[config.mk]
export PLATFORM = sky130hd
export DESIGN_NAME = plat_regs
export DESIGN_NICKNAME = d
export VERILOG_FILES = /design/src/rtl/plat_regs_pkg.sv /design/src/rtl/plat_addr_decode.sv /design/src/rtl/plat_read_mux.sv /design/src/rtl/plat_ctl_fsm.sv /design/src/rtl/plat_regs.sv
export SDC_FILE = /design/constraint.sdc
export NUM_CORES = 1
export LEC_CHECK = 0
export BUFFER_PORTS_ARGS = -buffer_cell sky130_fd_sc_hd__buf_2
export CAP_MARGIN = 0
export CORE_ASPECT_RATIO = 1.2
export CORE_MARGIN = 5
export CORE_UTILIZATION = 40
export CTS_CLUSTER_SIZE = 24
export DETAILED_ROUTE_END_ITERATION = 16
export PLACE_DENSITY = 0.86
export SYNTH_ARGS = -nofsm -noshare
export SYNTH_HDL_FRONTEND = slang
export SYNTH_SLANG_ARGS = --single-unit
[constraint.sdc]
create_clock -name clk -period 2.5 [get_ports clk]
set_input_delay 0 -clock clk [delete_from_list [all_inputs] [get_ports clk]]
set_output_delay 0 -clock clk [all_outputs]
set_load 0.005 [all_outputs]
[src/rtl/plat_regs_pkg.sv]
package plat_regs_pkg;

    localparam int DATA_W = 32;
    localparam int DEC_W  = 16;

    typedef enum logic [2:0] {
        ST_IDLE,
        ST_READ_ACK,
        ST_WRITE_ACK,
        ST_RESET_ACK,
        ST_ERROR_ACK
    } plat_state_e;

    typedef enum logic [1:0] {
        SZ_8  = 2'd0,
        SZ_16 = 2'd1,
        SZ_32 = 2'd2,
        SZ_64 = 2'd3
    } acc_size_e;

    typedef enum logic [3:0] {
        SEL_NONE,
        SEL_BUILD_ID,
        SEL_CORE_CL,
        SEL_WRAP_CL,
        SEL_SOFT_RST,
        SEL_MEM_STAT,
        SEL_LINK_STAT,
        SEL_CLK_DIV,
        SEL_BUILD_CFG,
        SEL_MEM_CFG
    } reg_sel_e;

    localparam logic [DEC_W-1:0] OFF_BUILD_ID  = 16'h0000;
    localparam logic [DEC_W-1:0] OFF_CORE_CL   = 16'h0004;
    localparam logic [DEC_W-1:0] OFF_WRAP_CL   = 16'h0008;
    localparam logic [DEC_W-1:0] OFF_SOFT_RST  = 16'h0010;
    localparam logic [DEC_W-1:0] OFF_MEM_STAT  = 16'h0014;
    localparam logic [DEC_W-1:0] OFF_LINK_STAT = 16'h0018;
    localparam logic [DEC_W-1:0] OFF_CLK_DIV   = 16'h0030;
    localparam logic [DEC_W-1:0] OFF_BUILD_CFG = 16'h0034;
    localparam logic [DEC_W-1:0] OFF_MEM_CFG   = 16'h0038;

    localparam int RST_BIT = 4;

endpackage

[src/rtl/plat_addr_decode.sv]
module plat_addr_decode
    import plat_regs_pkg::*;
#(
    parameter int ADDR_W = 32
) (
    input  logic [ADDR_W-1:0] addr,
    output reg_sel_e          sel
);

    localparam int USE_W = (ADDR_W < DEC_W) ? ADDR_W : DEC_W;

    logic [DEC_W-1:0] offset;

    always_comb begin
        offset = '0;
        offset[USE_W-1:0] = addr[USE_W-1:0];
    end

    always_comb begin
        case (offset)
            OFF_BUILD_ID:  sel = SEL_BUILD_ID;
            OFF_CORE_CL:   sel = SEL_CORE_CL;
            OFF_WRAP_CL:   sel = SEL_WRAP_CL;
            OFF_SOFT_RST:  sel = SEL_SOFT_RST;
            OFF_MEM_STAT:  sel = SEL_MEM_STAT;
            OFF_LINK_STAT: sel = SEL_LINK_STAT;
            OFF_CLK_DIV:   sel = SEL_CLK_DIV;
            OFF_BUILD_CFG: sel = SEL_BUILD_CFG;
            OFF_MEM_CFG:   sel = SEL_MEM_CFG;
            default:       sel = SEL_NONE;
        endcase
    end

endmodule

[src/rtl/plat_read_mux.sv]
module plat_read_mux
    import plat_regs_pkg::*;
#(
    parameter int LINKS = 3,
    parameter int MHZ_W = 8,
    parameter int GB_W  = 4
) (
    input  reg_sel_e          sel,
    input  logic [MHZ_W-1:0]  refclk_mhz,
    input  logic [LINKS-1:0]  link_en,
    input  logic [GB_W-1:0]   mem_gbytes,
    output logic [DATA_W-1:0] rd_data,
    output logic              rd_known
);

    localparam int FREQ_LSB = GB_W;
    localparam int FREQ_W   = 16 - GB_W;

    logic [DATA_W-1:0] clk_div_word;
    logic [DATA_W-1:0] build_cfg_word;
    logic [DATA_W-1:0] mem_cfg_word;
    logic [DATA_W-1:0] mem_stat_word;

    always_comb begin
        clk_div_word        = '0;
        clk_div_word[7:0]   = 8'd1;
        clk_div_word[8 +: MHZ_W] = refclk_mhz;
        clk_div_word[23:16] = 8'd1;
        clk_div_word[31:24] = 8'd1;
    end

    always_comb begin
        mem_stat_word    = '0;
        mem_stat_word[0] = 1'b1;
        mem_stat_word[2] = 1'b1;
    end

    generate
        for (genvar i = 0; i < DATA_W; i++) begin : g_cfg_bit
            if (i >= 1 && i <= LINKS) begin : g_link
                assign build_cfg_word[i] = link_en[i-1];
            end else begin : g_zero
                assign build_cfg_word[i] = 1'b0;
            end
        end
    endgenerate

    always_comb begin
        mem_cfg_word = '0;
        mem_cfg_word[GB_W-1:0] = mem_gbytes;
        mem_cfg_word[FREQ_LSB +: FREQ_W] = '1;
    end

    always_comb begin
        rd_known = 1'b1;
        unique case (sel)
            SEL_BUILD_ID,
            SEL_CORE_CL,
            SEL_WRAP_CL:   rd_data = '0;
            SEL_MEM_STAT:  rd_data = mem_stat_word;
            SEL_CLK_DIV:   rd_data = clk_div_word;
            SEL_BUILD_CFG: rd_data = build_cfg_word;
            SEL_MEM_CFG:   rd_data = mem_cfg_word;
            default: begin
                rd_data  = '0;
                rd_known = 1'b0;
            end
        endcase
    end

endmodule

[src/rtl/plat_ctl_fsm.sv]
module plat_ctl_fsm
    import plat_regs_pkg::*;
(
    input  logic              clk,
    input  logic              rst_n,
    input  logic              req_valid,
    input  logic              req_write,
    input  logic [1:0]        req_size,
    input  logic              wr_reset_bit,
    input  reg_sel_e          sel,
    input  logic [DATA_W-1:0] rd_data,
    input  logic              rd_known,
    output logic              req_ready,
    output logic              rsp_valid,
    output logic [DATA_W-1:0] rsp_rdata,
    output logic              access_err,
    output logic              sys_reset_req
);

    plat_state_e       state_q, state_d;
    logic [DATA_W-1:0] rdata_q;
    logic              size_ok;
    logic              accept;

    assign size_ok = (req_size == SZ_32);
    assign accept  = req_valid && (state_q == ST_IDLE);

    always_comb begin
        state_d = state_q;
        unique case (state_q)
            ST_IDLE: begin
                if (req_valid) begin
                    if (!size_ok) begin
                        state_d = ST_ERROR_ACK;
                    end else if (req_write) begin
                        if (sel == SEL_NONE) begin
                            state_d = ST_ERROR_ACK;
                        end else if (sel == SEL_SOFT_RST && wr_reset_bit) begin
                            state_d = ST_RESET_ACK;
                        end else begin
                            state_d = ST_WRITE_ACK;
                        end
                    end else if (rd_known) begin
                        state_d = ST_READ_ACK;
                    end else begin
                        state_d = ST_ERROR_ACK;
                    end
                end
            end
            ST_READ_ACK,
            ST_WRITE_ACK,
            ST_RESET_ACK,
            ST_ERROR_ACK: state_d = ST_IDLE;
            default:      state_d = ST_IDLE;
        endcase
    end

    always_ff @(posedge clk or negedge rst_n) begin
        if (!rst_n) begin
            state_q <= ST_IDLE;
        end else begin
            state_q <= state_d;
        end
    end

    always_ff @(posedge clk or negedge rst_n) begin
        if (!rst_n) begin
            rdata_q <= '0;
        end else if (accept) begin
            rdata_q <= (state_d == ST_READ_ACK) ? rd_data : '0;
        end
    end

    always_comb begin
        req_ready     = 1'b0;
        rsp_valid     = 1'b0;
        access_err    = 1'b0;
        sys_reset_req = 1'b0;
        unique case (state_q)
            ST_IDLE:      req_ready = 1'b1;
            ST_READ_ACK,
            ST_WRITE_ACK: rsp_valid = 1'b1;
            ST_RESET_ACK: begin
                rsp_valid     = 1'b1;
                sys_reset_req = 1'b1;
            end
            ST_ERROR_ACK: begin
                rsp_valid  = 1'b1;
                access_err = 1'b1;
            end
            default: ;
        endcase
    end

    assign rsp_rdata = rsp_valid ? rdata_q : '0;


    accept_to_rsp_chk: assert property (@(posedge clk) disable iff (!rst_n)
        (req_valid && req_ready) |=> rsp_valid);


    rsp_single_chk: assert property (@(posedge clk) disable iff (!rst_n)
        rsp_valid |=> !rsp_valid);


    busy_not_ready_chk: assert property (@(posedge clk) disable iff (!rst_n)
        rsp_valid |-> !req_ready);


    rst_pulse_chk: assert property (@(posedge clk) disable iff (!rst_n)
        sys_reset_req |=> !sys_reset_req);


    rst_with_rsp_chk: assert property (@(posedge clk) disable iff (!rst_n)
        sys_reset_req |-> (rsp_valid && !access_err));


    err_zero_chk: assert property (@(posedge clk) disable iff (!rst_n)
        access_err |-> (rsp_rdata == '0));


    size_refuse_chk: assert property (@(posedge clk) disable iff (!rst_n)
        (req_valid && req_ready && (req_size != SZ_32)) |=> (access_err && !sys_reset_req));

endmodule

[src/rtl/plat_regs.sv]
module plat_regs
    import plat_regs_pkg::*;
#(
    parameter int ADDR_W = 32,
    parameter int LINKS  = 3,
    parameter int MHZ_W  = 8,
    parameter int GB_W   = 4
) (
    input  logic              clk,
    input  logic              rst_n,
    input  logic              req_valid,
    output logic              req_ready,
    input  logic              req_write,
    input  logic [1:0]        req_size,
    input  logic [ADDR_W-1:0] req_addr,
    input  logic [31:0]       req_wdata,
    output logic              rsp_valid,
    output logic [31:0]       rsp_rdata,
    output logic              access_err,
    output logic              sys_reset_req,
    input  logic [MHZ_W-1:0]  refclk_mhz,
    input  logic [LINKS-1:0]  link_en,
    input  logic [GB_W-1:0]   mem_gbytes
);

    reg_sel_e          sel;
    logic [DATA_W-1:0] rd_data;
    logic              rd_known;

    plat_addr_decode #(
        .ADDR_W (ADDR_W)
    ) u_decode (
        .addr (req_addr),
        .sel  (sel)
    );

    plat_read_mux #(
        .LINKS (LINKS),
        .MHZ_W (MHZ_W),
        .GB_W  (GB_W)
    ) u_rmux (
        .sel        (sel),
        .refclk_mhz (refclk_mhz),
        .link_en    (link_en),
        .mem_gbytes (mem_gbytes),
        .rd_data    (rd_data),
        .rd_known   (rd_known)
    );

    plat_ctl_fsm u_fsm (
        .clk           (clk),
        .rst_n         (rst_n),
        .req_valid     (req_valid),
        .req_write     (req_write),
        .req_size      (req_size),
        .wr_reset_bit  (req_wdata[RST_BIT]),
        .sel           (sel),
        .rd_data       (rd_data),
        .rd_known      (rd_known),
        .req_ready     (req_ready),
        .rsp_valid     (rsp_valid),
        .rsp_rdata     (rsp_rdata),
        .access_err    (access_err),
        .sys_reset_req (sys_reset_req)
    );

endmodule

**Yosys cells after proc, flatten, opt, wreduce, memory -nomap -nowiden**

Cells that the tools add are included.

- Output and inout port bits: 36
- Input port bits: 85
- Bits in registers: 35
- Logic and storage cells: 47

- Mux-type cells: 16
- Equal/unequal tests: 22
- Reduce and logical (&&, ||, !) cells: 7

Operators with widths:

| kind | number |
|---|---|
| one-hot mux 25 bit (4 select lines) | 1 |
| equality test 16 x 5 -> 1 bit, second input constant | 3 |
| equality test 16 x 6 -> 1 bit, second input constant | 3 |
| one-hot mux 4 bit (9 select lines) | 1 |
| 2-to-1 mux 32 bit | 1 |
| 2-to-1 mux 25 bit | 1 |
| 2-to-1 mux 3 bit | 6 |
| equality test 16 x 3 -> 1 bit, second input constant | 1 |
| equality test 16 x 4 -> 1 bit, second input constant | 1 |
| logical NOT 16 bit | 1 |
| equality test 4 x 3 -> 1 bit, second input constant | 3 |
| equality test 4 x 2 -> 1 bit, second input constant | 2 |
| equality test 4 bit, second input constant | 2 |
| OR reduction 7 bit | 1 |
| equality test 3 x 1 -> 1 bit, second input constant | 2 |
| equality test 3 x 2 -> 1 bit, second input constant | 2 |
| 2-to-1 mux 1 bit | 6 |
| equality test 4 x 1 -> 1 bit, second input constant | 1 |
| logical NOT 4 bit | 1 |
| OR reduction 4 bit | 1 |
| equality test 3 bit, second input constant | 1 |
| logical NOT 3 bit | 1 |
| equality test 2 bit, second input constant | 1 |
| logical AND 1 bit | 2 |

**Logic depth before layout (Yosys ltp)**

- Depth in word-level cells: 12
- Mapped depth: 6
- Mapped depth without buffers: 5

**Cells and area by module**

Synthesis repeated with hierarchy kept, for this count alone.

- Cell total of the unflattened synthesis: 206
- Area total of the unflattened synthesis: 2053.2 µm²

By module, submodules not included:

| module | seq. area each (µm²) | area each (µm²) | cells each | instances |
|---|---|---|---|---|
| plat_ctl_fsm | 875.8 | 1550.2 | 127 | 1 |
| plat_read_mux | 0.0 | 379.1 | 59 | 1 |
| plat_addr_decode | 0.0 | 123.9 | 20 | 1 |

**Least setup slack after synthesis**

Ideal clock, no wire load.

- Path type: register to register
- From: reg u_fsm.state_q[1]
- To: reg u_fsm.rdata_q[2]
- Slack: 0.943 ns
- Data arrival time: 1.461 ns
- Stages on the path, launching flop included: 5
- Data required time: 2.405 ns
- Path buffers: 0
- Library setup time: 0.095 ns
- Period minus slack after synthesis: 1.557 ns
- Cells stage by stage: dfrtp_1 > nor3_2 > nand4b_1 > or3_4 > o31ai_1

- Word-level cells in the longest chain between the ends: 4
- Elaborated cells between the ends (all ways): 6
- Classes of those cells: eq/ne: 1; mux: 3; reduce/logical: 2

RTL lines:

| what | line | source |
|---|---|---|
| start, declared | plat_ctl_fsm.sv:20 | `plat_state_e state_q, state_d;` |
| start signal, assigned | plat_ctl_fsm.sv:62 | `state_q <= state_d;` |
| logical NOT 3 bit or 2-to-1 mux 3 bit (tied branches) | plat_ctl_fsm.sv:26, plat_ctl_fsm.sv:30, plat_ctl_fsm.sv:32 |  |
| 2-to-1 mux 3 bit | plat_ctl_fsm.sv:30 | `unique case (state_q)` |
| equality test 3 x 1 -> 1 bit | plat_ctl_fsm.sv:70 | `rdata_q <= (state_d == ST_READ_ACK) ? rd_data : '0;` |
| 2-to-1 mux 25 bit | plat_ctl_fsm.sv:70 |  |
| end signal, assigned | plat_ctl_fsm.sv:70 |  |
| end, declared | plat_ctl_fsm.sv:21 | `logic [DATA_W-1:0] rdata_q;` |

Several ways; a longest one is shown, not always the timed one.
A chain may end at the register's enable or synchronous reset.

**Final worst setup path**

- From: reg u_fsm.state_q[1]
- To: reg u_fsm.state_q[1]

- Word-level cells in the longest chain between the ends: 2
- Elaborated cells between the ends (all ways): 3
- Classes of those cells: mux: 2; reduce/logical: 1

RTL lines:

| what | line |
|---|---|
| logical NOT 3 bit or 2-to-1 mux 3 bit (tied branches) | plat_ctl_fsm.sv:30, plat_ctl_fsm.sv:32 |
| 2-to-1 mux 3 bit * | plat_ctl_fsm.sv:30 |
| net u_fsm.state_d[1] | plat_ctl_fsm.sv:20 |

Mark *: on every way through the listed nets, which the timed path passes. The rest lies on a longest branch.

==> results.md <==
- GRT Total Usage: 0.134
- Sw frac: 0.282
- Endpoints failing hold: 1
- Area growth, synth to finish: 23.7%
- Sequential share of the synthesized area: 0.327
- Startpoint Class: flip-flop
- Initial DRT Pass Iterations: 4
- H-tree levels: 1
- Ys async rst share: 1.00
- Dpl hpwl: 2490 microns
- Peak supply drop: 0.152 mV
- Largest net degree at the start of global routing: 18
- Post-synthesis instance area: 1300 sq um
- Layer with the highest usage: met2
- Post-Syn Instances: 152
- Crit. End Element: flip-flop
- Vias per inst: 4.93
- Cell variety after synth: 38
- Main synth FF type: dfrtp_1
- TritonCTS Buffers: 3
- Synth area leaders: dfrtp_1 33%, buf_4 10%, and2_1 7.2%
- DP Area: 1530 sq um
- Met1 usage: 0.158
- Final setup skew: 0.000567 ns
- Fmax: 0.543 GHz
- Clk_lat worst skew: 0.28 ns
- Status: complete, but fails checks
- Yosys reg bits: 17
- # port buffers: 59
- Post-synth top area share: 0.327
- Vias in the first global route: 1,169
- Failing checks: hold timing
- Total Nets Final: 296
- Final Wtd Congestion: 0.858
- Core Rows: 22
- Initial Util: 0.418
- GRT Residual Overflow: 0
- Largest area contributor in the netlist: dfrtp_1
- Die ar.: 4500 sq um
- CTS tree: done
- Most frequent cells after synthesis: 20 x nand2_1, 18 x buf_4, 17 x dfrtp_1, 15 x and2_1, 13 x nor2_1
- Drt total wl: 3000 microns
- Clock transition at path regs: 0.09 ns
- Max_slew headroom: 0.443
- Max-slew violations: 0
- Count leader, synth: nand2_1
- First-pass GRT wire length: 4690 microns
- Crit-path max FO: 5
- Net switching power: 151 uW
- Met2 usage: 0.242
- Gate power share: 0.215
- Die span in x: 62.1 microns
- IO Count: 121
- Starting DRT DRC Count: 25
- Final Cell Area: 1610 sq um
- Worst Hold Class: in2reg
- Layout cell share with drive strength beyond 1: 0.348
- Hold_ws: -0.00187 ns
- Wire per inst: 12.2 microns
- Root Buffer: clkbuf_4
- Final Setup Violations: 0
- Worst Path Arrival: 2.06 ns
- M3 GR Usage: 0.00890
- Leak: 0.791 nW
- Clock Sinks: 17
- Post-CTS Setup Inserts: 0
- CTS Buffer Depth: 2
- Clock power share: 0.266
- Pwr dens: 333 nW/um^2
- Sequential fraction of design power: 0.519
- Antenna cells: 0
- Final ANT Viol Nets: 0
- Synthesis warning total: 0
- Max_cap viols: 0
- Final min period: 1.84 ns
- CP Class: reg2reg
- Setup TNS: 0 ns
- Post-synth EDFFs: 0
- Worst-Margin Slew: 0.829 ns
- Power Internal: 385 uW
- Initial antenna violation count: 0
- Crit share post-route: 0.736
- Post-route DRC: 0
- Mean Syn Cell Area: 8.56 sq um
- WP data required: 2.72 ns
- Die extent in y: 72.5 microns
- Core area: 3110 sq um
- Total number of vias: 1,212
- RSZ-0062 raised after global routing: false
-- metal layers --
layer	vias to the layer above	part of all wire
met4	0	0.012
met5	-	0
li1	613	-
met2	57	0.49
met1	540	0.39
met3	2	0.10
-- sequential cells by signal (all words and copies together) (netlist names) --
signal         cells
u_fsm.rdata_q     14
u_fsm.state_q      3
-- cell usage in the layout, fill, tap and decap left out, types with 2 or more instances in the layout --
cell type,n
nand2_1,20
a22o_1,2
inv_1,2
mux2i_1,2
dlygate4sd3_1,5
nor3_1,4
dfrtp_1,17
conb_1,14
nand3_1,2
a21oi_1,10
o31ai_1,3
clkbuf_4,3
xnor2_1,3
nor4_4,2
a211oi_1,2
o21ai_0,12
nor2_1,13
and2_1,15
buf_2,59
-- cell type report --
| type | count | area, sq um |
|---|---|---|
| fillers | 314 | 1500 |
| multi-input cells | 123 | 759 |
| flip-flops and latches | 17 | 425 |
| inverters | 2 | 7.51 |
| repair buffers | 64 | 345 |
| well taps | 36 | 45.0 |
| clock buffers | 4 | 26.3 |
-- final timing paths --
| path | startpoint | end | slack [ns] | cells past startpoint |
|---|---|---|---|---|
| max | u_fsm.state_q[1]$_DFF_PN0_ | u_fsm.state_q[1]$_DFF_PN0_ | 0.66 | 4 |
| max in group asynchronous | rst_n | u_fsm.rdata_q[15]$_DFFE_PN0P_ | 2.09 | 2 |
| max reg2reg | u_fsm.state_q[1]$_DFF_PN0_ | u_fsm.state_q[1]$_DFF_PN0_ | 0.66 | 4 |
| min reg2reg | u_fsm.rdata_q[10]$_DFFE_PN0P_ | u_fsm.rdata_q[10]$_DFFE_PN0P_ | 0.48 | 2 |
| min | refclk_mhz[2] | u_fsm.rdata_q[10]$_DFFE_PN0P_ | -0.002 | 3 |
| min in group asynchronous | rst_n | u_fsm.rdata_q[16]$_DFFE_PN0P_ | 0.15 | 2 |
-- power groups by stage --
stage	clock network [mW]	registers [mW]	logic, mW
2_1_floorplan	0	0.283	0.0734
3_3_place_gp	0	0.283	0.109
3_5_place_dp	0	0.284	0.111
4_1_cts	0.144	0.278	0.116
5_1_grt	0.160	0.279	0.130
6_report	0.143	0.278	0.115
-- timing repair --
item | CTS | global route
hold endpoints to repair | 19 | 0
endpoints found under the setup margin | 0 | 0
hold buffers | 5 | 0
resized for setup | 0 | 0
-- through the flow --
step	total power [mW]	utilization	hold slack, ns	std cells	setup WS [ns]
floorplan	0.357	-	-0.296	165	0.943
global placement	0.392	0.493	-0.0725	237	0.860
detailed placement	0.395	0.493	-0.0665	237	0.812
CTS	0.538	0.517	0.00500	246	0.634
global route	0.568	0.517	0.0225	246	0.466
finish	0.536	0.517	-0.00187	246	0.660
-- cell families after synthesis --
kind of cell	after synthesis	share of synthesized area
compound gates	35	0.173
xor+xnor	4	0.0269
buf+inv	25	0.127
flops	17	0.327
mux	2	0.0154
other cells	1	0.00288
simple gates	68	0.328
-- critical path, cell delays in order (launching register included) --
cell and delay (ns):
dfrtp_1 0.41, nor3_2 0.23, nand4b_1 0.26, nor4_1 0.30, dlygate4sd3_1 0.58
Power figures use the tool's default switching activity.
